`config.mk`:
```
export PLATFORM = sky130hd
export DESIGN_NAME = mbox_port
export DESIGN_NICKNAME = d
export VERILOG_FILES = /design/src/rtl/mbox_pkg.sv /design/src/rtl/mbox_ingress.sv /design/src/rtl/mbox_egress.sv /design/src/rtl/mbox_port.sv
export SDC_FILE = /design/constraint.sdc
export NUM_CORES = 1
export LEC_CHECK = 0
export BUFFER_PORTS_ARGS = -buffer_cell sky130_fd_sc_hd__buf_4
export CORE_MARGIN = 8
export CORE_UTILIZATION = 48
export DETAILED_ROUTE_END_ITERATION = 7
export PLACE_DENSITY = 0.87
export SETUP_SLACK_MARGIN = 0.2
export SYNTH_ARGS = -nofsm -noshare
export SYNTH_HDL_FRONTEND = slang
export SYNTH_SLANG_ARGS = --single-unit
```
`constraint.sdc`:
```
create_clock -name clk -period 1.8 [get_ports clk]
set_input_delay 0.09 -clock clk [delete_from_list [all_inputs] [get_ports clk]]
set_output_delay 0.09 -clock clk [all_outputs]
set_load 0.05 [all_outputs]
```
`src/rtl/mbox_pkg.sv`:
```
package mbox_pkg;
  localparam int BYTE_W = 8;
  localparam logic [BYTE_W-1:0] CMD_NORMAL = 8'h01;
  localparam logic [BYTE_W-1:0] CMD_EOC    = 8'h03;
  localparam logic [BYTE_W-1:0] CMD_CANCEL = 8'h22;
  localparam logic [BYTE_W-1:0] MARK_HEAD  = 8'h01;
  localparam logic [BYTE_W-1:0] MARK_TAIL  = 8'h03;

  typedef enum logic [1:0] {EG_IDLE, EG_HEAD, EG_BODY, EG_TAIL} eg_state_t;

  // status byte layout, bit 5 down to bit 0
  typedef struct packed {
    logic ibr;   // ready for data
    logic rdy;   // ready for command
    logic err;   // data written while not armed
    logic f0;    // frame marker on the data port
    logic ibf;   // input byte waiting for the agent
    logic obf;   // output byte waiting for the host
  } stat_t;
endpackage

```
`src/rtl/mbox_ingress.sv`:
```
module mbox_ingress
  import mbox_pkg::*;
(
  input  logic              clk,
  input  logic              rst_n,
  input  logic              flush,
  input  logic              data_wr,
  input  logic [BYTE_W-1:0] data_in,
  input  logic              cmd_normal,
  input  logic              cmd_eoc,
  output logic              armed,
  output logic              ibf,
  output logic              err,
  output logic              cmd_valid,
  input  logic              cmd_ready,
  output logic [BYTE_W-1:0] cmd_data,
  output logic              cmd_end
);
  logic              armed_q, ibf_q, err_q, end_q;
  logic [BYTE_W-1:0] hold_q;

  always_ff @(posedge clk) begin
    if (!rst_n || flush) begin
      armed_q <= 1'b0;
      ibf_q   <= 1'b0;
      err_q   <= 1'b0;
      end_q   <= 1'b0;
      hold_q  <= '0;
    end else begin
      if (ibf_q && cmd_ready) ibf_q <= 1'b0;
      if (data_wr) begin
        if (!armed_q) begin
          err_q <= 1'b1;
        end else if (!ibf_q) begin
          hold_q <= data_in;
          end_q  <= 1'b0;
          ibf_q  <= 1'b1;
        end
      end
      if (cmd_normal && !armed_q && !ibf_q) begin
        armed_q <= 1'b1;
        err_q   <= 1'b0;
      end
      if (cmd_eoc && armed_q && !ibf_q) begin
        end_q   <= 1'b1;
        ibf_q   <= 1'b1;
        armed_q <= 1'b0;
      end
    end
  end

  assign armed     = armed_q;
  assign ibf       = ibf_q;
  assign err       = err_q;
  assign cmd_valid = ibf_q;
  assign cmd_data  = hold_q;
  assign cmd_end   = end_q;
endmodule

```
`src/rtl/mbox_egress.sv`:
```
module mbox_egress
  import mbox_pkg::*;
(
  input  logic              clk,
  input  logic              rst_n,
  input  logic              flush,
  input  logic              host_take,
  input  logic              rsp_valid,
  output logic              rsp_ready,
  input  logic [BYTE_W-1:0] rsp_data,
  input  logic              rsp_last,
  output logic              obf,
  output logic              f0,
  output logic [BYTE_W-1:0] out_byte
);
  eg_state_t         st_q;
  logic              full_q, last_q;
  logic [BYTE_W-1:0] byte_q;

  assign rsp_ready = (st_q == EG_BODY) && !full_q;

  always_ff @(posedge clk) begin
    if (!rst_n || flush) begin
      st_q   <= EG_IDLE;
      full_q <= 1'b0;
      last_q <= 1'b0;
      byte_q <= '0;
    end else begin
      unique case (st_q)
        EG_IDLE: if (rsp_valid) st_q <= EG_HEAD;
        EG_HEAD: if (host_take) st_q <= EG_BODY;
        EG_BODY: begin
          if (rsp_valid && rsp_ready) begin
            full_q <= 1'b1;
            byte_q <= rsp_data;
            last_q <= rsp_last;
          end else if (host_take && full_q) begin
            full_q <= 1'b0;
            if (last_q) st_q <= EG_TAIL;
          end
        end
        EG_TAIL: if (host_take) st_q <= EG_IDLE;
        default: st_q <= EG_IDLE;
      endcase
    end
  end

  always_comb begin
    f0       = (st_q == EG_HEAD) || (st_q == EG_TAIL);
    obf      = f0 || ((st_q == EG_BODY) && full_q);
    out_byte = byte_q;
    if (st_q == EG_HEAD) out_byte = MARK_HEAD;
    if (st_q == EG_TAIL) out_byte = MARK_TAIL;
  end
endmodule

```
`src/rtl/mbox_port.sv`:
```
module mbox_port
  import mbox_pkg::*;
(
  input  logic              clk,
  input  logic              rst_n,
  input  logic              host_addr,
  input  logic              host_wr,
  input  logic              host_rd,
  input  logic [BYTE_W-1:0] host_wdata,
  output logic [BYTE_W-1:0] host_rdata,
  output logic              be_cmd_valid,
  input  logic              be_cmd_ready,
  output logic [BYTE_W-1:0] be_cmd_data,
  output logic              be_cmd_end,
  input  logic              be_rsp_valid,
  output logic              be_rsp_ready,
  input  logic [BYTE_W-1:0] be_rsp_data,
  input  logic              be_rsp_last,
  output logic              be_abort
);
  localparam int STAT_W = $bits(stat_t);

  logic wr_cmd, wr_data, rd_data;
  logic do_cancel, do_normal, do_eoc;
  logic armed, ibf, err, obf, f0;
  logic abort_q;
  logic [BYTE_W-1:0] out_byte;
  stat_t             stat;
  logic [BYTE_W-1:0] status_w;

  assign wr_cmd    = host_wr && host_addr;
  assign wr_data   = host_wr && !host_addr;
  assign rd_data   = host_rd && !host_addr;
  assign do_cancel = wr_cmd && (host_wdata == CMD_CANCEL);
  assign do_normal = wr_cmd && (host_wdata == CMD_NORMAL);
  assign do_eoc    = wr_cmd && (host_wdata == CMD_EOC);

  mbox_ingress i_ingress (
    .clk        (clk),
    .rst_n      (rst_n),
    .flush      (do_cancel),
    .data_wr    (wr_data),
    .data_in    (host_wdata),
    .cmd_normal (do_normal),
    .cmd_eoc    (do_eoc),
    .armed      (armed),
    .ibf        (ibf),
    .err        (err),
    .cmd_valid  (be_cmd_valid),
    .cmd_ready  (be_cmd_ready),
    .cmd_data   (be_cmd_data),
    .cmd_end    (be_cmd_end)
  );

  mbox_egress i_egress (
    .clk       (clk),
    .rst_n     (rst_n),
    .flush     (do_cancel),
    .host_take (rd_data),
    .rsp_valid (be_rsp_valid),
    .rsp_ready (be_rsp_ready),
    .rsp_data  (be_rsp_data),
    .rsp_last  (be_rsp_last),
    .obf       (obf),
    .f0        (f0),
    .out_byte  (out_byte)
  );

  always_ff @(posedge clk) begin
    if (!rst_n) abort_q <= 1'b0;
    else        abort_q <= do_cancel;
  end
  assign be_abort = abort_q;

  always_comb begin
    stat.ibr = armed;
    stat.rdy = !armed && !ibf;
    stat.err = err;
    stat.f0  = f0;
    stat.ibf = ibf;
    stat.obf = obf;
  end

  assign status_w   = {{(BYTE_W-STAT_W){1'b0}}, stat};
  assign host_rdata = host_addr ? status_w : out_byte;
endmodule

```
==> results.txt, run 1 <==
Ports: 44
first-pass GRT wire length: 5382 um
syn_area_per_cell: 7.802 sq um
Critical Path Fanout Max: 4
Die H: 66.52 um
row count: 18
maximum vdd drop: 597.9 uV
CTS Buf Count: 3
clock share of power: 16.2%
routed length per instance: 14.79 um
Post-synth top cells: nand2_1 (44), dfxtp_1 (25), a21oi_1 (21)
gpl congestion: 0.8577
Final Worst Setup Slack: 0.1681 ns
pre-CTS worst setup slack: 0.09605 ns
largest family of logic cells by synthesized area: simple AND/OR/NAND/NOR gates
EDFF count, synth: 0
Crit. End Element: flop
Worst EP arrival: 1.89 ns
Max Slew Vio Count: 0
hold depth: 3
Gate power share: 42.1%
top post-synthesis cells by area: dfxtp_1 (41%), nand2_1 (13%), a21oi_1 (8.6%)
share of cells above drive strength 1: 38.76%
vias in the first global route: 1230
Area growth syn-to-layout: 45.66%
Die Span X: 66.52 um
DR vias: 1285
final net count: 239
largest net degree at the start of global routing: 19
most frequent cell after synthesis: nand2_1
Worst slew margin: 70.67%
P_sw: 0.5587 mW
fin crit share: 90.66%
yosys warns: 0
startpoint types: flop
Filler Cells Inserted: 181
initial antenna violation count: 0
Peak Freq: 0.6128 GHz
RSZ-0062 raised after global routing: yes
Pre-antenna DRT Iters: 4
fin util: 72.68%
ys flop type: dfxtp_1
post-DR vias/cell: 5.377
detailed router's first-iteration violation count: 58
clock latency on the worst-skew pair: 0.31 ns
Sw Ratio: 36.40%
Crit Path Category: flop to flop
DP HPWL: 2439 um
setup violators final: 0
setup tns final: 0 ns
Crit path required time: 2.05 ns
CTS sink count: 25
worst min path class: primary input to flop
Cell Pwr Density: 860.1 nW/um^2
diode count: 0
Adder-Cell Fraction of Synth Area: 5.107%
input/output buffers: 43
status: finished, final reports clean
post-synthesis sequential area ratio: 40.86%
CTS tree: done
WL final: 3536 um
Reg2Reg Depth: 6
Longest Clk Path Bufs: 2
Global Route Usage Sum: 15.01%
Die ar.: 4424 sq um
Final min period: 1.632 ns
number of distinct library cells after synthesis: 32
post-synthesis xor/xnor area fraction: 0%
Max-Cap Viols: 0
Gate Count Post-Synth: 157
H-tree Lvls: 1
Least-Margin Pin Slew: 0.4375 ns
top cell type's share of synthesized area: 40.86%
Initial Util: 49.90%
Async SR Flop Fraction: 0%
post-synthesis mux area share: 0.8172%
grt total ovfl: 0
synthesis-stage register bit count: 25
Setup Skew: 0.005212 ns
Pleak: 0.7200 nW
CTS root buffer: clkbuf_4
Synth area leader: dfxtp_1
DRC viols: 0
P_int: 0.9760 mW
CTS clock-pin slew for the worst setup and hold paths: 0.13 ns
Post-Syn Area: 1225 sq um
Post-Syn Nets: 186
final hold slack: 0.01757 ns
core area: 2455 sq um
antenna-violating nets left: 0
simple-gate area share of the yosys netlist: 31.36%
Fin. Hold Viols: 0
Compound-Gate Fraction of Synth Area: 17.26%
sequential share of power: 41.7%
==> stage by stage <==
| step | cells | cell area [sq um] | power (mW) |
|---|---|---|---|
| 5_1_grt | 239 | 1784 | 1.618 |
| 6_report | 239 | 1784 | 1.535 |
| 3_3_place_gp | 226 | 1574 | 1.074 |
| 4_1_cts | 235 | 1689 | 1.421 |
| 3_5_place_dp | 226 | 1574 | 1.103 |
| 2_1_floorplan | 157 | 1234 | 0.9499 |
==> layer usage <==
layer / global-route usage (%) / part of all wire (%) / vias to the layer above
li1: - / - / 639
met5: 0 / 0 / -
met3: 2.181 / 3.5 / 10
met2: 28.35 / 55 / 33
met1: 16.78 / 39 / 603
met4: 4.267 / 2.7 / 0
==> final timing paths <==
path | from | end | slack, ns
setup / recovery | i_egress.st_q[0]$_SDFFE_PP0P_ | i_egress.st_q[1]$_SDFFE_PP0P_ | 0.17
hold / removal | be_rsp_data[2] | i_egress.byte_q[2]$_SDFFE_PP0P_ | 0.02
setup reg to reg | i_egress.st_q[0]$_SDFFE_PP0P_ | i_egress.st_q[1]$_SDFFE_PP0P_ | 0.17
hold reg to reg | i_ingress.cmd_data[7]$_SDFFE_PP0P_ | i_ingress.cmd_data[7]$_SDFFE_PP0P_ | 0.46
==> critical path, stage by stage, from the launching register on <==
cell	delay, ns
dfxtp_4	0.41
inv_2	0.08
ha_1	0.20
nor2b_1	0.16
or2_2	0.31
o31a_1	0.29
a21oi_1	0.13
==> power groups by stage <==
stage / Sequential [mW] / Clock, mW / Combinational (mW)
after global routing: 0.644 / 0.279 / 0.695
after floorplan: 0.628 / 0 / 0.322
after detailed placement: 0.635 / 0 / 0.468
after CTS: 0.626 / 0.252 / 0.543
after global placement: 0.631 / 0 / 0.443
final: 0.640 / 0.249 / 0.646
==> logic make-up (layout without fill, tap and decap cells) <==
kind of cell,Yosys count,in the layout
AND/OR/NAND/NOR,80,80
buffers and inverters,11,63
multiplexers,1,1
AO/OA/AOI/OAI,35,35
flip-flops,25,25
adder cells (fa/ha/maj),5,5
==> cell usage in the layout (no fill, tap or decap), types with 2 or more instances in the layout <==
| master | n |
|---|---|
| nand2_2 | 3 |
| inv_1 | 2 |
| o21ai_2 | 3 |
| clkbuf_4 | 3 |
| ha_4 | 2 |
| and2_1 | 2 |
| or2_2 | 3 |
| o21ai_1 | 2 |
| o21ai_0 | 2 |
| nor3_1 | 4 |
| ha_1 | 2 |
| nor2_1 | 3 |
| buf_6 | 9 |
| nor4_1 | 2 |
| a21oi_1 | 21 |
| dfxtp_4 | 2 |
| inv_2 | 2 |
| buf_4 | 44 |
| nand2_1 | 42 |
| dfxtp_1 | 23 |
| nand3_1 | 9 |
==> final cells by class <==
cell class	count	area, sq um	share of cell area, %
tap	30	37.54	2.104
inverter	4	15.01	0.8415
multi-input combinational	121	740.7	41.51
sequential	25	508.0	28.47
timing repair buffer	55	456.7	25.60
clock buffer	4	26.28	1.473
==> repair_timing <==
| action | 4_1_cts | 5_1_grt |
|---|---|---|
| hold buffers | 1 | 0 |
| setup buffers | 4 | 4 |
| endpoints found under the hold margin | 1 | 0 |
| endpoints found under the setup margin | 20 | 20 |
| pin swaps | 2 | 1 |
| gates resized for setup | 16 | 17 |
No activity file was read; power rests on OpenSTA's default activity.
==> run 2, diff against run 1 <==
Settings changed: BUFFER_PORTS_ARGS -buffer_cell sky130_fd_sc_hd__buf_4 to unset, CORE_UTILIZATION 48 to 50, DONT_BUFFER_PORTS set to 1, PLACE_DENSITY 0.87 to 0.74.
==> results.txt, run 2 (same netlist as run 1, synthesis figures left out) <==
CTS tree: done
Filler Cells Inserted: 175 (-3.3%)
setup violators final: 0 (unchanged)
Global Route Usage Sum: 17.30% (+2.3 points)
post-DR vias/cell: 5.772 (+7.3%)
DP HPWL: 2301 um (-5.7%)
CTS clock-pin slew for the worst setup and hold paths: 0.14 ns (about the same)
most frequent cells in the layout: nand2_1 (40), dfxtp_1 (23), dlygate4sd3_1 (22), a21oi_1 (21), nand3_1 (9)
fin util: 71.59% (-1.1 points)
Max-Cap Viols: 0 (unchanged)
Worst slew margin: 64.99% (-5.7 points)
Crit Path Category: flop to primary output
Max Slew Vio Count: 0 (unchanged)
share of cells above drive strength 1: 22.22% (-17 points)
startpoint types: flop
CTS root buffer: clkbuf_4
CTS Buf Count: 3 (unchanged)
status: finished, final reports clean
CTS sink count: 25 (unchanged)
Ports: 44 (unchanged)
Crit path required time: 1.71 ns (-0.34 ns)
clock latency on the worst-skew pair: 0.31 ns (about the same)
input/output buffers: 0 (-100%)
Pleak: 0.6068 nW (-16%)
routed length per instance: 16.53 um (+12%)
Peak Freq: 0.6140 GHz (+0.19%)
Die Span X: 65.50 um (-1.5%)
Die ar.: 4290 sq um (-3.0%)
WL final: 3620 um (+2.4%)
Pwr Total: 1.464 mW (-4.6%)
Crit. End Element: primary output
DR vias: 1264 (-1.6%)
RSZ-0062 raised after global routing: yes
Longest Clk Path Bufs: 2 (unchanged)
Setup Skew: 0.003545 ns (-0.001667 ns)
final net count: 219 (-8.4%)
Worst EP arrival: 1.54 ns (-0.35 ns)
maximum vdd drop: 672.0 uV (+12%)
Cell Pwr Density: 856.7 nW/um^2 (-0.40%)
commonest non-fill, non-tap cell in the layout: nand2_1
Pre-antenna DRT Iters: 4 (unchanged)
Die H: 65.50 um (-1.5%)
row count: 18 (unchanged)
initial antenna violation count: 0 (unchanged)
core area: 2387 sq um (-2.8%)
Critical Path Fanout Max: 6 (+2)
first-pass GRT wire length: 6030 um (+12%)
detailed router's first-iteration violation count: 39 (-33%)
Fin. Hold Viols: 0 (unchanged)
DRC viols: 0 (unchanged)
Area growth syn-to-layout: 39.53%
grt total ovfl: 0 (unchanged)
largest net degree at the start of global routing: 19 (unchanged)
diode count: 0 (unchanged)
design area: 1709 sq um (-4.2%)
H-tree Lvls: 1 (unchanged)
setup tns final: 0 ns (unchanged)
worst min path class: primary input to flop
vias in the first global route: 1315 (+6.9%)
antenna-violating nets left: 0 (unchanged)
placed instance area: 1334 sq um (-15%)
Least-Margin Pin Slew: 0.5244 ns (+0.08691 ns)
gpl congestion: 0.7642 (-11%)
fin crit share: 90.49% (-0.17 points)
Final min period: 1.629 ns (-0.003140 ns)
Initial Util: 51.31% (+1.4 points)
==> run 2: changes by cell type in the layout (fill, tap and decap cells not counted), moves of 2 or more <==
cell,previous run,this run
buf_4,44,5
buf_12,0,2
buf_6,9,6
dlygate4sd3_1,1,22
nand2_2,3,5
nand2_1,42,40
==> run 2: timing repair <==
action                     4_1_cts  5_1_grt
setup buffers                    1        0
hold buffers                    22        0
setup endpoints to repair       19       20
pin swaps                        2        6
hold endpoints to repair        21        0
gates resized for setup         18       16
==> run 2: path summary, 6_finish.rpt <==
check        slack, ns  cells after the start                              end                             from
max               0.17                      6                    host_rdata[4]    i_egress.st_q[1]$_SDFFE_PP0P_
max reg2reg       0.23                      6    i_egress.st_q[1]$_SDFFE_PP0P_    i_egress.st_q[0]$_SDFFE_PP0P_
min reg2reg       0.46                      2  i_egress.byte_q[7]$_SDFFE_PP0P_  i_egress.byte_q[7]$_SDFFE_PP0P_
min              0.004                      3   i_ingress.cmd_end$_SDFFE_PP0P_                    host_wdata[1]
==> run 2: worst max-delay path, stage by stage, from the launching register on <==
cell and delay [ns]:
dfxtp_4 0.42, inv_4 0.05, ha_4 0.18, nor2_4 0.17
nand2_2 0.07, o21ai_2 0.16, buf_6 0.18
==> run 2: routing by layer <==
layer	GRT usage (%)	vias to the layer above	share of wire, %
met5	0	-	0
met4	9.809	0	4.1
met2	28.29	57	48
met3	5.612	16	7.9
li1	-	603	-
met1	19.36	588	40
==> run 2: report_power, final <==
group	internal [mW]	switching (mW)	total, mW
clock	0.0866	0.168	0.254
sequential	0.599	0.0429	0.642
combinational	0.235	0.333	0.568
==> run 2: layout make-up <==
type	instances	area, sq um	share of cell area (%)
Sequential cell	25	508.0	29.72
Timing Repair Buffer	35	365.4	21.38
Multi-Input combinational cell	121	754.5	44.14
Clock buffer	4	26.28	1.537
Tap cell	30	37.54	2.196
Inverter	4	17.52	1.025
==> run 2: metrics by stage <==
step                setup slack [ns]  hold slack (ns)  std cells
floorplan                    0.04643           0.1679        157
global route                  0.1016          0.01581        219
detailed placement           0.01753           0.1851        192
global placement             0.09345           0.1721        192
finish                        0.1713         0.003678        219
CTS                           0.1413        0.0004363        219
==> run 3, diff against run 2 <==
Settings changed: ABC_AREA set to 1, CTS_CLUSTER_DIAMETER set to 60.
==> results.txt, run 3 <==
Filler Cells Inserted: 190 (+8.6%)
Worst EP arrival: 1.53 ns (about the same)
most frequent cells in the layout: nand2_1 (56), inv_1 (25), nor2_1 (23), dfxtp_1 (23), dlygate4sd3_1 (20)
most used cell, CP: buf_6
Die ar.: 4474 sq um (+4.3%)
post-DR vias/cell: 5.213 (-9.7%)
Fin. Hold Viols: 0 (unchanged)
share of cells above drive strength 1: 18.03% (-4.2 points)
Synth area leader: dfxtp_1
DP HPWL: 2539 um (+10%)
CTS sink count: 25 (unchanged)
WL final: 3642 um (+0.61%)
design area: 1780 sq um (+4.2%)
ys flop type: dfxtp_1
cell family with most CP delay: flip-flops
most frequent cell after synthesis: nand2_1
final hold slack: 0.01816 ns (+0.01448 ns)
Worst path slowest cell: dfxtp_4
Gate power share: 52.2% (+13 points)
worst min path class: primary input to flop
input/output buffers: 0 (unchanged)
Critical Path Fanout Max: 6 (unchanged)
clock latency on the worst-skew pair: 0.32 ns (about the same)
Pwr Total: 1.964 mW (+34%)
CP bufs+invs: 3 (+1)
Crit Path Category: flop to primary output
status: finished, final reports clean
P_sw: 0.8749 mW (+61%)
register area: 508.0 sq um (unchanged)
CTS Buf Count: 3 (unchanged)
Pre-antenna DRT Iters: 4 (unchanged)
detailed router's first-iteration violation count: 74 (+90%)
Inst Count DP: 235 (+22%)
sequential share of power: 34.5% (-9.4 points)
final net count: 263 (+20%)
CP cell instances: inv_4 > ha_4 > nor2_4 > buf_6 > nand3_1 > o21ai_2 > buf_6
Pleak: 0.7771 nW (+28%)
CTS clock-pin slew for the worst setup and hold paths: 0.15 ns (about the same)
Peak Freq: 0.6191 GHz (+0.83%)
commonest non-fill, non-tap cell in the layout: nand2_1
pre-CTS worst setup slack: 0.1554 ns (+0.1378 ns)
Post-Syn Area: 1295 sq um (+5.7%)
top post-synthesis cells by area: dfxtp_1 (39%), nand2_1 (16%), inv_1 (8.7%)
Async SR Flop Fraction: 0% (unchanged)
Worst slew margin: 60.58% (-4.4 points)
setup tns final: 0 ns (unchanged)
global route hottest layer: met2
largest net degree at the start of global routing: 20 (+1)
Crit. End Element: primary output
met2 usage: 31.42% (+3.1 points)
Setup Skew: 0.006930 ns (+0.003386 ns)
maximum vdd drop: 1112 uV (+65%)
P_int: 1.090 mW (+18%)
setup violators final: 0 (unchanged)
syn_area_per_cell: 6.540 sq um (-16%)
Global Route Usage Sum: 16.76% (-0.53 points)
Crit path required time: 1.71 ns (about the same)
Post-Syn Nets: 227 (+22%)
yosys warns: 0 (unchanged)
fin crit share: 89.74% (-0.75 points)
initial antenna violation count: 0 (unchanged)
fin util: 71.87% (+0.28 points)
Die Span X: 66.89 um (+2.1%)
DR vias: 1371 (+8.5%)
Final Worst Setup Slack: 0.1847 ns (+0.01344 ns)
antenna-violating nets left: 0 (unchanged)
Cell Pwr Density: 1103 nW/um^2 (+29%)
diode count: 0 (unchanged)
H-tree Lvls: 1 (unchanged)
startpoint types: flop
placed instance area: 1403 sq um (+5.2%)
Initial Util: 52.27% (+0.96 points)
synthesis-stage register bit count: 25 (unchanged)
CTS root buffer: clkbuf_4
Worst path max stage delay: 0.41 ns (about the same)
GR Util met1: 16.17% (-3.2 points)
first-pass GRT wire length: 6065 um (+0.58%)
clock share of power: 13.4% (-4.0 points)
final non-filler cell total: 263 (+20%)
Max-Cap Viols: 0 (unchanged)
core area: 2477 sq um (+3.8%)
vias in the first global route: 1487 (+13%)
Final min period: 1.615 ns (-0.01344 ns)
RSZ-0062 raised after global routing: yes
DRC viols: 0 (unchanged)
top cell type's share of synthesized area: 38.65% (-2.2 points)
Post-synth top cells: nand2_1 (56), inv_1 (30), dfxtp_1 (25)
Multi-input gate area: 744.5 sq um (-1.3%)
Ports: 44 (unchanged)
routed length per instance: 13.85 um (-16%)
Area growth syn-to-layout: 37.49%
EDFF count, synth: 0 (unchanged)
post-synthesis sequential area ratio: 38.65% (-2.2 points)
row count: 18 (unchanged)
Longest Clk Path Bufs: 2 (unchanged)
grt total ovfl: 0 (unchanged)
gpl congestion: 0.8148 (+6.6%)
Least-Margin Pin Slew: 0.5907 ns (+0.06628 ns)
Die H: 66.89 um (+2.1%)
Gate Count Post-Synth: 198 (+26%)
Sw Ratio: 44.54% (+7.4 points)
routing usage on met3: 5.705% (+0.092 points)
CTS tree: done
number of distinct library cells after synthesis: 17 (-47%)
Max Slew Vio Count: 0 (unchanged)
==> run 3: path summary, 6_finish.rpt <==
kind                            slack [ns]                                  to                       startpoint  cells past startpoint
worst min register to register        0.48     i_egress.byte_q[7]$_SDFFE_PP0P_  i_egress.byte_q[7]$_SDFFE_PP0P_                      2
worst max-delay path                  0.18                       host_rdata[3]    i_egress.st_q[1]$_SDFFE_PP0P_                      7
worst min-delay path                  0.02  i_ingress.cmd_data[4]$_SDFFE_PP0P_                            rst_n                      2
worst max register to register        0.36     i_egress.byte_q[1]$_SDFFE_PP0P_    i_egress.st_q[1]$_SDFFE_PP0P_                      7
==> run 3: cell families (layout without fill, tap and decap cells) <==
kind of cell             Yosys count  after routing  synth area share (%)
AO/OA/AOI/OAI                     29             29                 11.59
flip-flops                        25             25                 38.65
adder cells (fa/ha/maj)            5              5                 4.831
buffers and inverters             35             70                 11.01
AND/OR/NAND/NOR                  104            104                 33.91
==> run 3: area by class of cell <==
type | count | share of cell area [%]
sequential | 25 | 28.53
clock inverter | 1 | 0.4216
tap | 30 | 2.108
clock buffer | 3 | 1.265
timing repair buffer | 35 | 19.04
multi-input combinational | 138 | 41.81
inverter | 31 | 6.817
==> run 3: power by group through the flow <==
stage | sequential, mW | clock (mW) | combinational (mW)
floorplan | 0.640 | 0 | 0.609
global placement | 0.645 | 0 | 0.745
detailed placement | 0.650 | 0 | 0.773
CTS | 0.676 | 0.267 | 0.963
global route | 0.684 | 0.285 | 1.13
finish | 0.677 | 0.263 | 1.03
==> run 3: repair_timing <==
item / 4_1_cts / 5_1_grt
pin swaps: 1 / 0
resized for setup: 29 / 3
hold endpoints to repair: 18 / 0
setup buffers: 2 / 2
hold buffers: 20 / 0
setup endpoints to repair: 18 / 10
==> run 3: metal layers <==
metal  up-vias  wire length [um]
met5         -                 0
met1       628              1411
met2        45              1842
met4         0                40
li1        694                 -
met3         4               348
